## src/rtl/chinit_pkg.sv

```systemverilog
// Shared types for the channel-state initialization sequencer.
// Assumes: configuration words are four bits wide.
package chinit_pkg;
    localparam int CFG_W = 4;

    typedef enum logic [2:0] {
        ST_HOLD,
        ST_SWEEP,
        ST_WAIT,
        ST_RUN,
        ST_INIT
    } seq_st_e;

    typedef struct packed {
        logic       law;
        logic       en;
        logic [1:0] rate;
    } chan_cfg_t;
endpackage

```

## src/rtl/chinit_rst_qual.sv

```systemverilog
// Qualifies the external reset pin: it is accepted only when it is sampled
// low on two consecutive edges, so a one-cycle glitch does nothing.
// Assumes: the pin is already synchronous to clk.
module chinit_rst_qual (
    input  logic clk,
    input  logic por_n,
    input  logic ext_rst_n,
    output logic glob_rst
);
    logic prev_n;

    // keep the previous pin sample
    always_ff @(posedge clk) begin
        if (!por_n) prev_n <= 1'b1;
        else        prev_n <= ext_rst_n;
    end

    assign glob_rst = !ext_rst_n && !prev_n;
endmodule

```

## src/rtl/chinit_frame_timer.sv

```systemverilog
// Detects strobe falls and measures init-frame length. It flags an init
// frame that ends before MIN_FRAME clocks.
// Assumes: fs is synchronous; accept is low whenever strobes must be ignored.
module chinit_frame_timer #(
    parameter int MIN_FRAME = 45
) (
    input  logic clk,
    input  logic por_n,
    input  logic clr,
    input  logic fs,
    input  logic accept,
    input  logic init_start,
    output logic fall,
    output logic frame_err
);
    localparam int LEN_W = $clog2(MIN_FRAME + 1);

    logic             fs_q;
    logic             armed;
    logic [LEN_W-1:0] len;
    logic             fall_ok;

    // previous strobe sample for edge detection
    always_ff @(posedge clk) begin
        if (!por_n) fs_q <= 1'b0;
        else        fs_q <= fs;
    end

    assign fall    = fs_q && !fs;
    assign fall_ok = fall && accept;

    // frame length counter, init marker and error pulse
    always_ff @(posedge clk) begin
        if (!por_n || clr) begin
            armed     <= 1'b0;
            len       <= '0;
            frame_err <= 1'b0;
        end else if (fall_ok) begin
            frame_err <= armed && (len < LEN_W'(MIN_FRAME - 1));
            armed     <= init_start;
            len       <= '0;
        end else begin
            frame_err <= 1'b0;
            if (len != LEN_W'(MIN_FRAME)) len <= len + 1'b1;
        end
    end

    a_r10_err_needs_init: assert property (@(posedge clk) disable iff (!por_n)
        frame_err |-> $past(armed));
endmodule

```

## src/rtl/chinit_cfg_bank.sv

```systemverilog
// Holds one configuration word per channel. A global clear wins over a write.
// Assumes: at most one write per cycle.
module chinit_cfg_bank #(
    parameter int NUM_CH = 4,
    parameter int CFG_W  = 4
) (
    input  logic                      clk,
    input  logic                      por_n,
    input  logic                      clr,
    input  logic                      wr_en,
    input  logic [$clog2(NUM_CH)-1:0] wr_ch,
    input  logic [CFG_W-1:0]          wr_cfg,
    output logic [NUM_CH*CFG_W-1:0]   cfg_all
);
    localparam int CH_W = $clog2(NUM_CH);

    for (genvar g = 0; g < NUM_CH; g++) begin : g_slot
        logic [CFG_W-1:0] slot;

        // store this channel's word on a matching write
        always_ff @(posedge clk) begin
            if (!por_n || clr)                     slot <= '0;
            else if (wr_en && wr_ch == CH_W'(g))   slot <= wr_cfg;
        end

        assign cfg_all[g*CFG_W +: CFG_W] = slot;
    end

    a_r1_cfg_cleared: assert property (@(posedge clk) disable iff (!por_n)
        clr |=> (cfg_all == '0));
endmodule

```

## src/rtl/chan_init_seq.sv

```systemverilog
// Top of the channel-state initialization sequencer. It runs the full sweep
// after a reset, rotates frames through the channels, rewrites one channel on
// request, and gates frame starts until the state memory is ready.
// Assumes: NUM_CH and CH_WORDS are powers of two, and
// NUM_CH*CH_WORDS <= SWEEP_CYC.
module chan_init_seq
    import chinit_pkg::*;
#(
    parameter int NUM_CH    = 4,
    parameter int CH_WORDS  = 32,
    parameter int SWEEP_CYC = 726,
    parameter int MIN_FRAME = 45
) (
    input  logic                          clk,
    input  logic                          por_n,
    input  logic                          ext_rst_n,
    input  logic                          fs,
    input  logic                          init_req,
    input  logic [3:0]                    cfg_in,
    output logic                          busy,
    output logic                          running,
    output logic                          frame_go,
    output logic [$clog2(NUM_CH)-1:0]     frame_ch,
    output logic                          frame_err,
    output logic                          mem_we,
    output logic [$clog2(NUM_CH)-1:0]     mem_ch,
    output logic [$clog2(CH_WORDS)-1:0]   mem_word,
    output logic [NUM_CH*4-1:0]           cfg_all
);
    localparam int CH_W   = $clog2(NUM_CH);
    localparam int WORD_W = $clog2(CH_WORDS);
    localparam int TOTAL  = NUM_CH * CH_WORDS;
    localparam int CNT_W  = $clog2(SWEEP_CYC);

    seq_st_e            st;
    logic [CNT_W-1:0]   cnt;
    logic [WORD_W-1:0]  wcnt;
    logic [CH_W-1:0]    cur_ch;
    logic [CH_W-1:0]    init_ch;
    logic [CH_W-1:0]    nxt_ch;
    logic               glob_rst;
    logic               fall;
    logic               accept;
    logic               init_start;
    logic               sweep_we;
    chan_cfg_t          cfg_word;

    chinit_rst_qual u_rst (
        .clk       (clk),
        .por_n     (por_n),
        .ext_rst_n (ext_rst_n),
        .glob_rst  (glob_rst)
    );

    // strobes count only once the state memory is ready
    assign accept     = !glob_rst && (st == ST_WAIT || st == ST_RUN || st == ST_INIT);
    assign init_start = fall && init_req && !glob_rst && (st == ST_WAIT || st == ST_RUN);
    assign nxt_ch     = (st == ST_WAIT) ? '0 : cur_ch + 1'b1;
    assign cfg_word   = chan_cfg_t'(cfg_in);

    chinit_frame_timer #(.MIN_FRAME(MIN_FRAME)) u_timer (
        .clk        (clk),
        .por_n      (por_n),
        .clr        (glob_rst || st == ST_HOLD || st == ST_SWEEP),
        .fs         (fs),
        .accept     (accept),
        .init_start (init_start),
        .fall       (fall),
        .frame_err  (frame_err)
    );

    chinit_cfg_bank #(.NUM_CH(NUM_CH), .CFG_W(CFG_W)) u_cfg (
        .clk     (clk),
        .por_n   (por_n),
        .clr     (glob_rst),
        .wr_en   (init_start),
        .wr_ch   (nxt_ch),
        .wr_cfg  (cfg_word),
        .cfg_all (cfg_all)
    );

    // sequencer state, sweep and rewrite counters, frame rotation
    always_ff @(posedge clk) begin
        if (!por_n) begin
            st       <= ST_HOLD;
            cnt      <= '0;
            wcnt     <= '0;
            cur_ch   <= '0;
            init_ch  <= '0;
            frame_go <= 1'b0;
            frame_ch <= '0;
        end else begin
            frame_go <= 1'b0;
            if (glob_rst) begin
                st <= ST_HOLD;
            end else begin
                case (st)
                    ST_HOLD: begin
                        if (ext_rst_n) begin
                            st  <= ST_SWEEP;
                            cnt <= '0;
                        end
                    end
                    ST_SWEEP: begin
                        if (cnt == CNT_W'(SWEEP_CYC - 1)) st <= ST_WAIT;
                        else                              cnt <= cnt + 1'b1;
                    end
                    ST_WAIT, ST_RUN: begin
                        if (fall) begin
                            cur_ch <= nxt_ch;
                            if (init_req) begin
                                st      <= ST_INIT;
                                wcnt    <= '0;
                                init_ch <= nxt_ch;
                            end else begin
                                st       <= ST_RUN;
                                frame_go <= 1'b1;
                                frame_ch <= nxt_ch;
                            end
                        end
                    end
                    ST_INIT: begin
                        if (fall) cur_ch <= cur_ch + 1'b1;
                        if (wcnt == WORD_W'(CH_WORDS - 1)) begin
                            st       <= ST_RUN;
                            frame_go <= 1'b1;
                            frame_ch <= init_ch;
                        end else begin
                            wcnt <= wcnt + 1'b1;
                        end
                    end
                    default: st <= ST_HOLD;
                endcase
            end
        end
    end

    // state-memory write port
    assign sweep_we = (st == ST_SWEEP) && (cnt < CNT_W'(TOTAL));
    always_comb begin
        mem_we   = sweep_we || (st == ST_INIT);
        mem_ch   = '0;
        mem_word = '0;
        if (st == ST_INIT) begin
            mem_ch   = init_ch;
            mem_word = wcnt;
        end else if (sweep_we) begin
            mem_ch   = cnt[WORD_W +: CH_W];
            mem_word = cnt[WORD_W-1:0];
        end
    end

    assign busy    = (st == ST_HOLD) || (st == ST_SWEEP) || (st == ST_INIT);
    assign running = (st == ST_RUN) || (st == ST_INIT);

    a_r4_write_while_busy: assert property (@(posedge clk) disable iff (!por_n)
        mem_we |-> busy);
    a_r3_sweep_length: assert property (@(posedge clk) disable iff (!por_n)
        (st == ST_WAIT && $past(st) == ST_SWEEP) |-> $past(cnt) == CNT_W'(SWEEP_CYC - 1));
    a_r6_go_when_ready: assert property (@(posedge clk) disable iff (!por_n)
        frame_go |-> (running && !busy));
    a_r5_no_go_in_sweep: assert property (@(posedge clk) disable iff (!por_n)
        (st == ST_SWEEP) |=> !frame_go);
    a_r9_rewrite_one_channel: assert property (@(posedge clk) disable iff (!por_n)
        (st == ST_INIT && $past(st) == ST_INIT) |-> $stable(mem_ch));
    a_r12_reset_wins: assert property (@(posedge clk) disable iff (!por_n)
        glob_rst |=> (busy && !running));
endmodule

```

## config.mk

```make
export PLATFORM = sky130hd
export DESIGN_NAME = chan_init_seq
export DESIGN_NICKNAME = d
export VERILOG_FILES = /design/src/rtl/chinit_pkg.sv /design/src/rtl/chinit_rst_qual.sv /design/src/rtl/chinit_frame_timer.sv /design/src/rtl/chinit_cfg_bank.sv /design/src/rtl/chan_init_seq.sv
export SDC_FILE = /design/constraint.sdc
export NUM_CORES = 1
export LEC_CHECK = 0
export ABC_CLOCK_PERIOD_IN_PS = 4200
export BUFFER_PORTS_ARGS = -buffer_cell sky130_fd_sc_hd__buf_2
export CAP_MARGIN = 15
export CORE_ASPECT_RATIO = 1.5
export CORE_MARGIN = 3
export CORE_UTILIZATION = 60
export CTS_BUF_LIST = sky130_fd_sc_hd__clkbuf_4
export DETAILED_ROUTE_END_ITERATION = 16
export PLACE_DENSITY = 0.83
export SYNTH_ARGS = -nofsm -noshare
export SYNTH_HDL_FRONTEND = slang
export SYNTH_SLANG_ARGS = --single-unit
```

## constraint.sdc

```tcl
create_clock -name clk -period 4.2 [get_ports clk]
set_input_delay 0.21 -clock clk [delete_from_list [all_inputs] [get_ports clk]]
set_output_delay 0.21 -clock clk [all_outputs]
set_load 0.01 [all_outputs]
```

Word-level counts from Yosys, hierarchy flattened

Index checks and enable logic that the tools add are counted.

Bits in registers: 51
Input bits: 9
Output and inout port bits: 30

$add $sub $neg: 4
Order comparisons: 2
Equality and inequality tests: 19
Multiplexer cells: 29
Bitwise operators: 3
Reduce and logical (&&, ||, !) cells: 42

Operators by type and width:

| kind                                                         | count |
|---|---|
| two-way mux 5 bit                                            | 5 |
| two-way mux 10 bit                                           | 2 |
| case mux 10 bit (2 select lines)                             | 1 |
| two-way mux 2 bit                                            | 8 |
| AND reduction 4 bit                                          | 4 |
| two-way mux 3 bit                                            | 5 |
| != test 2 bit (second input constant)                        | 7 |
| logical AND 1 bit                                            | 13 |
| case mux 3 bit (4 select lines)                              | 1 |
| adder 10 x 1 -> 10 bit (second input constant)               | 1 |
| equality test 10 bit (second input constant)                 | 1 |
| logical OR 1 bit                                             | 10 |
| less-than comparator 10 x 8 -> 1 bit (second input constant) | 1 |
| case mux 5 bit (2 select lines)                              | 1 |
| AND reduction 5 bit                                          | 2 |
| case mux 2 bit (2 select lines)                              | 2 |
| OR reduction 2 bit                                           | 4 |
| adder 6 x 1 -> 6 bit (second input constant)                 | 1 |
| equality test 3 x 2 -> 1 bit (second input constant)         | 2 |
| less-than comparator 6 bit (second input constant)           | 1 |
| != test 6 bit (second input constant)                        | 1 |
| adder 5 x 1 -> 5 bit (second input constant)                 | 1 |
| equality test 5 bit (second input constant)                  | 1 |
| logical NOT 1 bit                                            | 5 |
| other kinds (12)                                             | 19 |

Longest topological paths before layout

Word-level depth: 7
Depth in mapped cells: 7
Mapped depth without buffers: 7

Hierarchy

From an unflattened synthesis, not the netlist that was laid out.

Cells, all modules: 291
Area total of the unflattened synthesis: 2685.1 sq um

Modules (own cells, without submodules):

| module             | times used | cells an instance | area an instance (sq um) | seq. area each (sq um) |
|---|---|---|---|---|
| chan_init_seq      | 1          | 185               | 1544.0                   | 500.5 |
| chinit_cfg_bank    | 1          | 62                | 694.4                    | 320.3 |
| chinit_frame_timer | 1          | 41                | 416.6                    | 180.2 |
| chinit_rst_qual    | 1          | 3                 | 30.0                     | 20.0 |

Worst setup path before layout

Ideal clock, no wire load.

Path kind: reg-to-reg
Start: reg wcnt[0]
End: reg wcnt[3]
Library setup time: 119 ps
Arrival time: 1930 ps
Required time: 4081 ps
Slack: 2152 ps
Stages on the path, launching flop included: 8
Cell sequence: dfxtp_1 ha_1 and3_1 ha_1 nor4b_1 a21oi_1 or2_2 o221a_2

Cells in the longest elaborated chain, start to end: 3
Elaborated cells on any way between the ends: 6
Classes of those cells: add/sub (1); eq/ne (2); mux (2); reduce/logical (1)

RTL lines:

| element                                                                       | line                                       | text |
|---|---|---|
| from (decl)                                                                   | chan_init_seq.sv:37                        | `logic [WORD_W-1:0] wcnt;` |
| from (signal assigned)                                                        | chan_init_seq.sv:129                       | `wcnt <= wcnt + 1'b1;` |
| adder 5 x 1 -> 5 bit / equality test 5 bit (equally long branches)            | chan_init_seq.sv:129, chan_init_seq.sv:124 |  |
| two-way mux 5 bit / != test 2 bit (equally long branches)                     | -                                          |  |
| case mux 5 bit (2 select lines) / AND reduction 5 bit (equally long branches) | -                                          |  |

Several ways; a longest one is shown, not always the timed one. The select of a mux whose other input is x is not followed.
A chain may end at the register's enable or synchronous reset.

Worst setup path in the final report

Start: reg st[0]
End: out mem_word[2]

Cells in the longest elaborated chain, start to end: 4
Elaborated cells on any way between the ends: 5
Classes of those cells: eq/ne (2); mux (2); reduce/logical (1)

RTL lines:

| element                      | line                 | text |
|---|---|---|
| from (decl)                  | chan_init_seq.sv:35  | `seq_st_e st;` |
| from (signal assigned)       | chan_init_seq.sv:85  | `st <= ST_HOLD;` |
| from (signal assigned)       | chan_init_seq.sv:95  | `st <= ST_HOLD;` |
| from (signal assigned)       | chan_init_seq.sv:100 | `st <= ST_SWEEP;` |
| equality test 3 x 1 -> 1 bit | chan_init_seq.sv:139 | `assign sweep_we = (st == ST_SWEEP) && (cnt < CNT_W'(TOTAL));` |
| logical AND 1 bit            | chan_init_seq.sv:139 |  |
| two-way mux 5 bit            | chan_init_seq.sv:147 | `end else if (sweep_we) begin` |
| two-way mux 5 bit (*)        | chan_init_seq.sv:144 | `if (st == ST_INIT) begin` |
| to (decl)                    | chan_init_seq.sv:27  | `output logic [$clog2(CH_WORDS)-1:0] mem_word,` |

Mark *: on every way between the ends. The rest lies on a longest branch, timed or not.

==> run summary <==
The run finished with clean final reports. For this run, the register share of the synthesized area comes to 0.397. The congestion estimate from routability-driven global placement came to 0.949.

The area of the die is 5120 sq um. Among all stages on the critical path, the largest delay is contributed by sky130_fd_sc_hd__nor4_1. The Yosys step of the flow raised 0 warnings. The number of cells on the worst reg-to-reg path is 4.

After detailed routing, the average wire length per cell comes to 16.5 microns. The average via count per standard cell is about 6.3. The synthesized design spends more area on one cell type than any other, namely sky130_fd_sc_hd__dfxtp_1. The arrival time of the worst setup path came out at 2.80 ns. The number of remaining DRC errors came out at 0. The number of global-route vias before repair came out at roughly 2200.

The worst-case hold path end point is u_rst.prev_n$_SDFF_PN1_. Summed over all failing endpoints, the final setup total negative slack is 0 ns. Hold repair after CTS inserted 0 buffers. The cell area power density is 300 nW/um^2. The combined global-route utilization of all metal layers came out at 0.254. For this block, the initial DRC count from the detailed router was between 150 and 200. The final clock skew is 0.0117 ns. The final setup violation count came out at 0.

The number of synthesized flops with an enable pin is 0. Counting instances, the worst hold path has a depth of 2. For the finished layout, the period the worst path requires is 3.01 ns. IR analysis of the VDD net gives a maximum drop of 0.000247 V.

Once the clock tree was built, the setup fixing pass inserted 0 buffers. In the post-route analysis, the smallest setup slack over all paths is roughly 1.2 ns. At the end of the flow the core is filled with cells to 0.689.

Among all flip-flop cells after synthesis, the most frequent one is sky130_fd_sc_hd__dfxtp_1. The number of cell rows is 28. The synthesized area per cell is approximately 9.0 sq um. The total wirelength of the detailed-routed design came out at slightly below 6 mm. The peak fanout along the critical path came out at 19. In the global route stage, met2 resource usage came out at 0.442.

Sorting the synthesized cells by area gives the leading types as sky130_fd_sc_hd__dfxtp_1, sky130_fd_sc_hd__mux2i_1, sky130_fd_sc_hd__a21oi_1. In this design, the largest share of critical-path delay is due to simple AND/OR/NAND/NOR gates. The count of buffering cells on the critical path with inverters included came out at 1.

The startpoint-to-endpoint class of the critical path is reg -> out. The critical path goes through or3b_1 > nor4_1 > a22o_1 > buf_2. TritonCTS built the clock tree. The routed layout has around 2300 vias. Of the available clock period, the critical path in the final layout requires 0.716. The final max-slew violation count came to 0.

The number of buffers added by the clock tree synthesis step came out at 5. The fraction of registers with async set or reset after synthesis came out at 0. The first-pass GRT wire length is between 10 and 15 mm. The endpoint identified for the worst register-to-register timing path is cur_ch[0]$_SDFFE_PN0P_. The largest single stage delay on the critical path is 0.79 ns. Setup repair after global routing left no endpoint under its margin.

The source-to-sink clock delay at the later pin of the worst-skew pair is 0.37 ns. The worst-case register-to-register setup slack is roughly 1.7 ns. STA classifies the critical path startpoint as a flop.

The max-cap violation count came out at 0. The met3 usage is 0.0407. The worst slack at placement is 1.65 ns. Summed over all cells, the static leakage comes to roughly 1.2 nW. After synthesis the netlist holds a flip-flop and latch count of between 50 and 60. The maximum number of pins on one net before global-route repair is 20.

The most instantiated library cell after synthesis is sky130_fd_sc_hd__dfxtp_1. The number of resized instances in the post-cts repair step is 0. Based on the critical path, the design can be clocked at up to 333 MHz.

The power after layout is approximately 0.83 mW. The CTS root buffer is sky130_fd_sc_hd__clkbuf_4. The post-synthesis net count came out at between 300 and 400. The vertical die dimension came out at about 86 microns. The detailed placement HPWL is 4.31 mm. The startpoint identified for the worst register-to-register timing path is st[2]$_SDFFE_PP0P_. The area of the mapped netlist came out at 2570 sq um.

For this design, the sink count on the clock tree is between 50 and 60. The area of the core came out at a little over 4000 sq um. The initial antenna violation count is 0.

The longest clock path from root to sink contains 2 buffers. The count of final hold-check violations came out at 0. The detailed-router iteration count before antenna repair is 4.

The endpoint required time on the critical path came out at 3.99 ns. The total overflow reported by the global router came out at 0. In the synthesized netlist, the cells that appear most often are sky130_fd_sc_hd__dfxtp_1, sky130_fd_sc_hd__nor2_1, sky130_fd_sc_hd__nand2_1.

The kind of path behind the tightest hold check is in -> reg. Port buffering added 38 buffers. The remaining antenna violation count is 0. The global routing stage identified its most utilized layer as met2. At the pin with the least slew margin, the transition time is 1.07 ns.

The synthesized instance count is 287. The worst setup path is captured at a primary output. Clock-pin slew was measured on the worst setup and hold paths at 0.14 ns.

The share of the synthesized area in the top cell type came out at 0.397. The met1 global-route usage came out at 0.296. The post-layout net count is around 330. Of the cells placed in the final design, the portion with a size suffix greater than 1 is 0.197. The layout overhead on the synthesized area is 8.13%.

The H-tree depth reported by CTS is 2. The netlist uses 59 different library cells. In this run the most critical hold path is launched from ext_rst_n. For this configuration, the core starts out at a cell density of 0.638.

The antenna cell count is 0. The number of top-level design ports came out at 39. Headroom to the max-slew limit came out at 0.284. The die width came out at 59.4 microns.
==> stage by stage <==
| step | std cells | instance area, sq um | hold slack, ns |
|---|---|---|---|
| 4_1_cts | 359 | 2780 | 0.0898 |
| 3_3_place_gp | 351 | 2730 | 0.446 |
| 6_report | 359 | 2780 | 0.109 |
| 5_1_grt | 359 | 2780 | 0.0904 |
| 3_5_place_dp | 351 | 2730 | 0.457 |
| 2_1_floorplan | 287 | 2570 | 0.283 |
==> cells in the final DEF (no fill, tap or decap), drive strengths merged, types with 4 or more instances in the layout <==
| cell | netlist | final |
|---|---|---|
| nand2 | 22 | 22 |
| buf | 4 | 38 |
| nand4 | 6 | 6 |
| clkbuf | 15 | 6 |
| o21ai | 17 | 17 |
| o221a | 5 | 5 |
| a22o | 8 | 8 |
| or2 | 5 | 5 |
| nor2 | 23 | 23 |
| xnor2 | 4 | 4 |
| nand3 | 11 | 11 |
| o311ai | 4 | 4 |
| dfxtp | 51 | 51 |
| nor3b | 5 | 5 |
| inv | 5 | 5 |
| and3 | 4 | 4 |
| nand4b | 4 | 4 |
| a21oi | 19 | 19 |
| ha | 6 | 6 |
| mux2i | 15 | 15 |
==> power breakdown <==
part           leakage (nW)  internal, mW  switching, mW
clock network        0.0307        0.0688          0.145
logic                 0.728        0.0433         0.0680
registers             0.412         0.490         0.0189
total                  1.17         0.603          0.232
==> routing by layer <==
metal  share of wire  vias up
met5               0        -
met4           0.025        0
met3           0.055       12
met2            0.51       75
met1            0.40     1067
li1                -     1122
==> how the worst max path moves through the flow <==
stage / start / endpoint / slack [ns] / cells after the start
finish: st[0]$_SDFFE_PP0P_ / mem_word[2] / 1.19 / 4
CTS: st[0]$_SDFFE_PP0P_ / mem_word[3] / 1.21 / 4
detailed placement: st[0]$_SDFFE_PP0P_ / mem_word[3] / 1.65 / 4
global route: st[0]$_SDFFE_PP0P_ / mem_word[2] / 0.91 / 4
floorplan: wcnt[0]$_SDFFE_PN0P_ / wcnt[3]$_SDFFE_PN0P_ / 2.15 / 7
global placement: st[0]$_SDFFE_PP0P_ / mem_word[1] / 1.75 / 4
==> area by class of cell <==
type                    instances  area, sq um
multi-input cells             212         1440
clock inverters                 2         7.51
repair buffers                 38          190
inverters                       5         18.8
well taps                      45         56.3
fillers                       336         1250
clock buffers                   6         45.0
flip-flops and latches         51         1020
==> sequential cells by signal, indices dropped and copies added, names as in the netlist, 2 cells and up <==
name	flops
u_timer.len	6
st	3
frame_ch	2
cur_ch	2
wcnt	5
cnt	10
init_ch	2
u_cfg.g_slot.slot	16
==> kinds of logic (layout without fill, tap and decap cells) <==
group / Yosys count / count (layout) / share of synthesized area
AO/OA/AOI/OAI: 74 / 74 / 0.206
buffers and inverters: 24 / 51 / 0.0424
adder cells (fa/ha/maj): 6 / 6 / 0.0292
multiplexers: 15 / 15 / 0.0584
AND/OR/NAND/NOR: 111 / 111 / 0.246
flip-flops: 51 / 51 / 0.397
XOR/XNOR: 6 / 6 / 0.0205
Note: power is estimated with default switching activity, not from simulation.
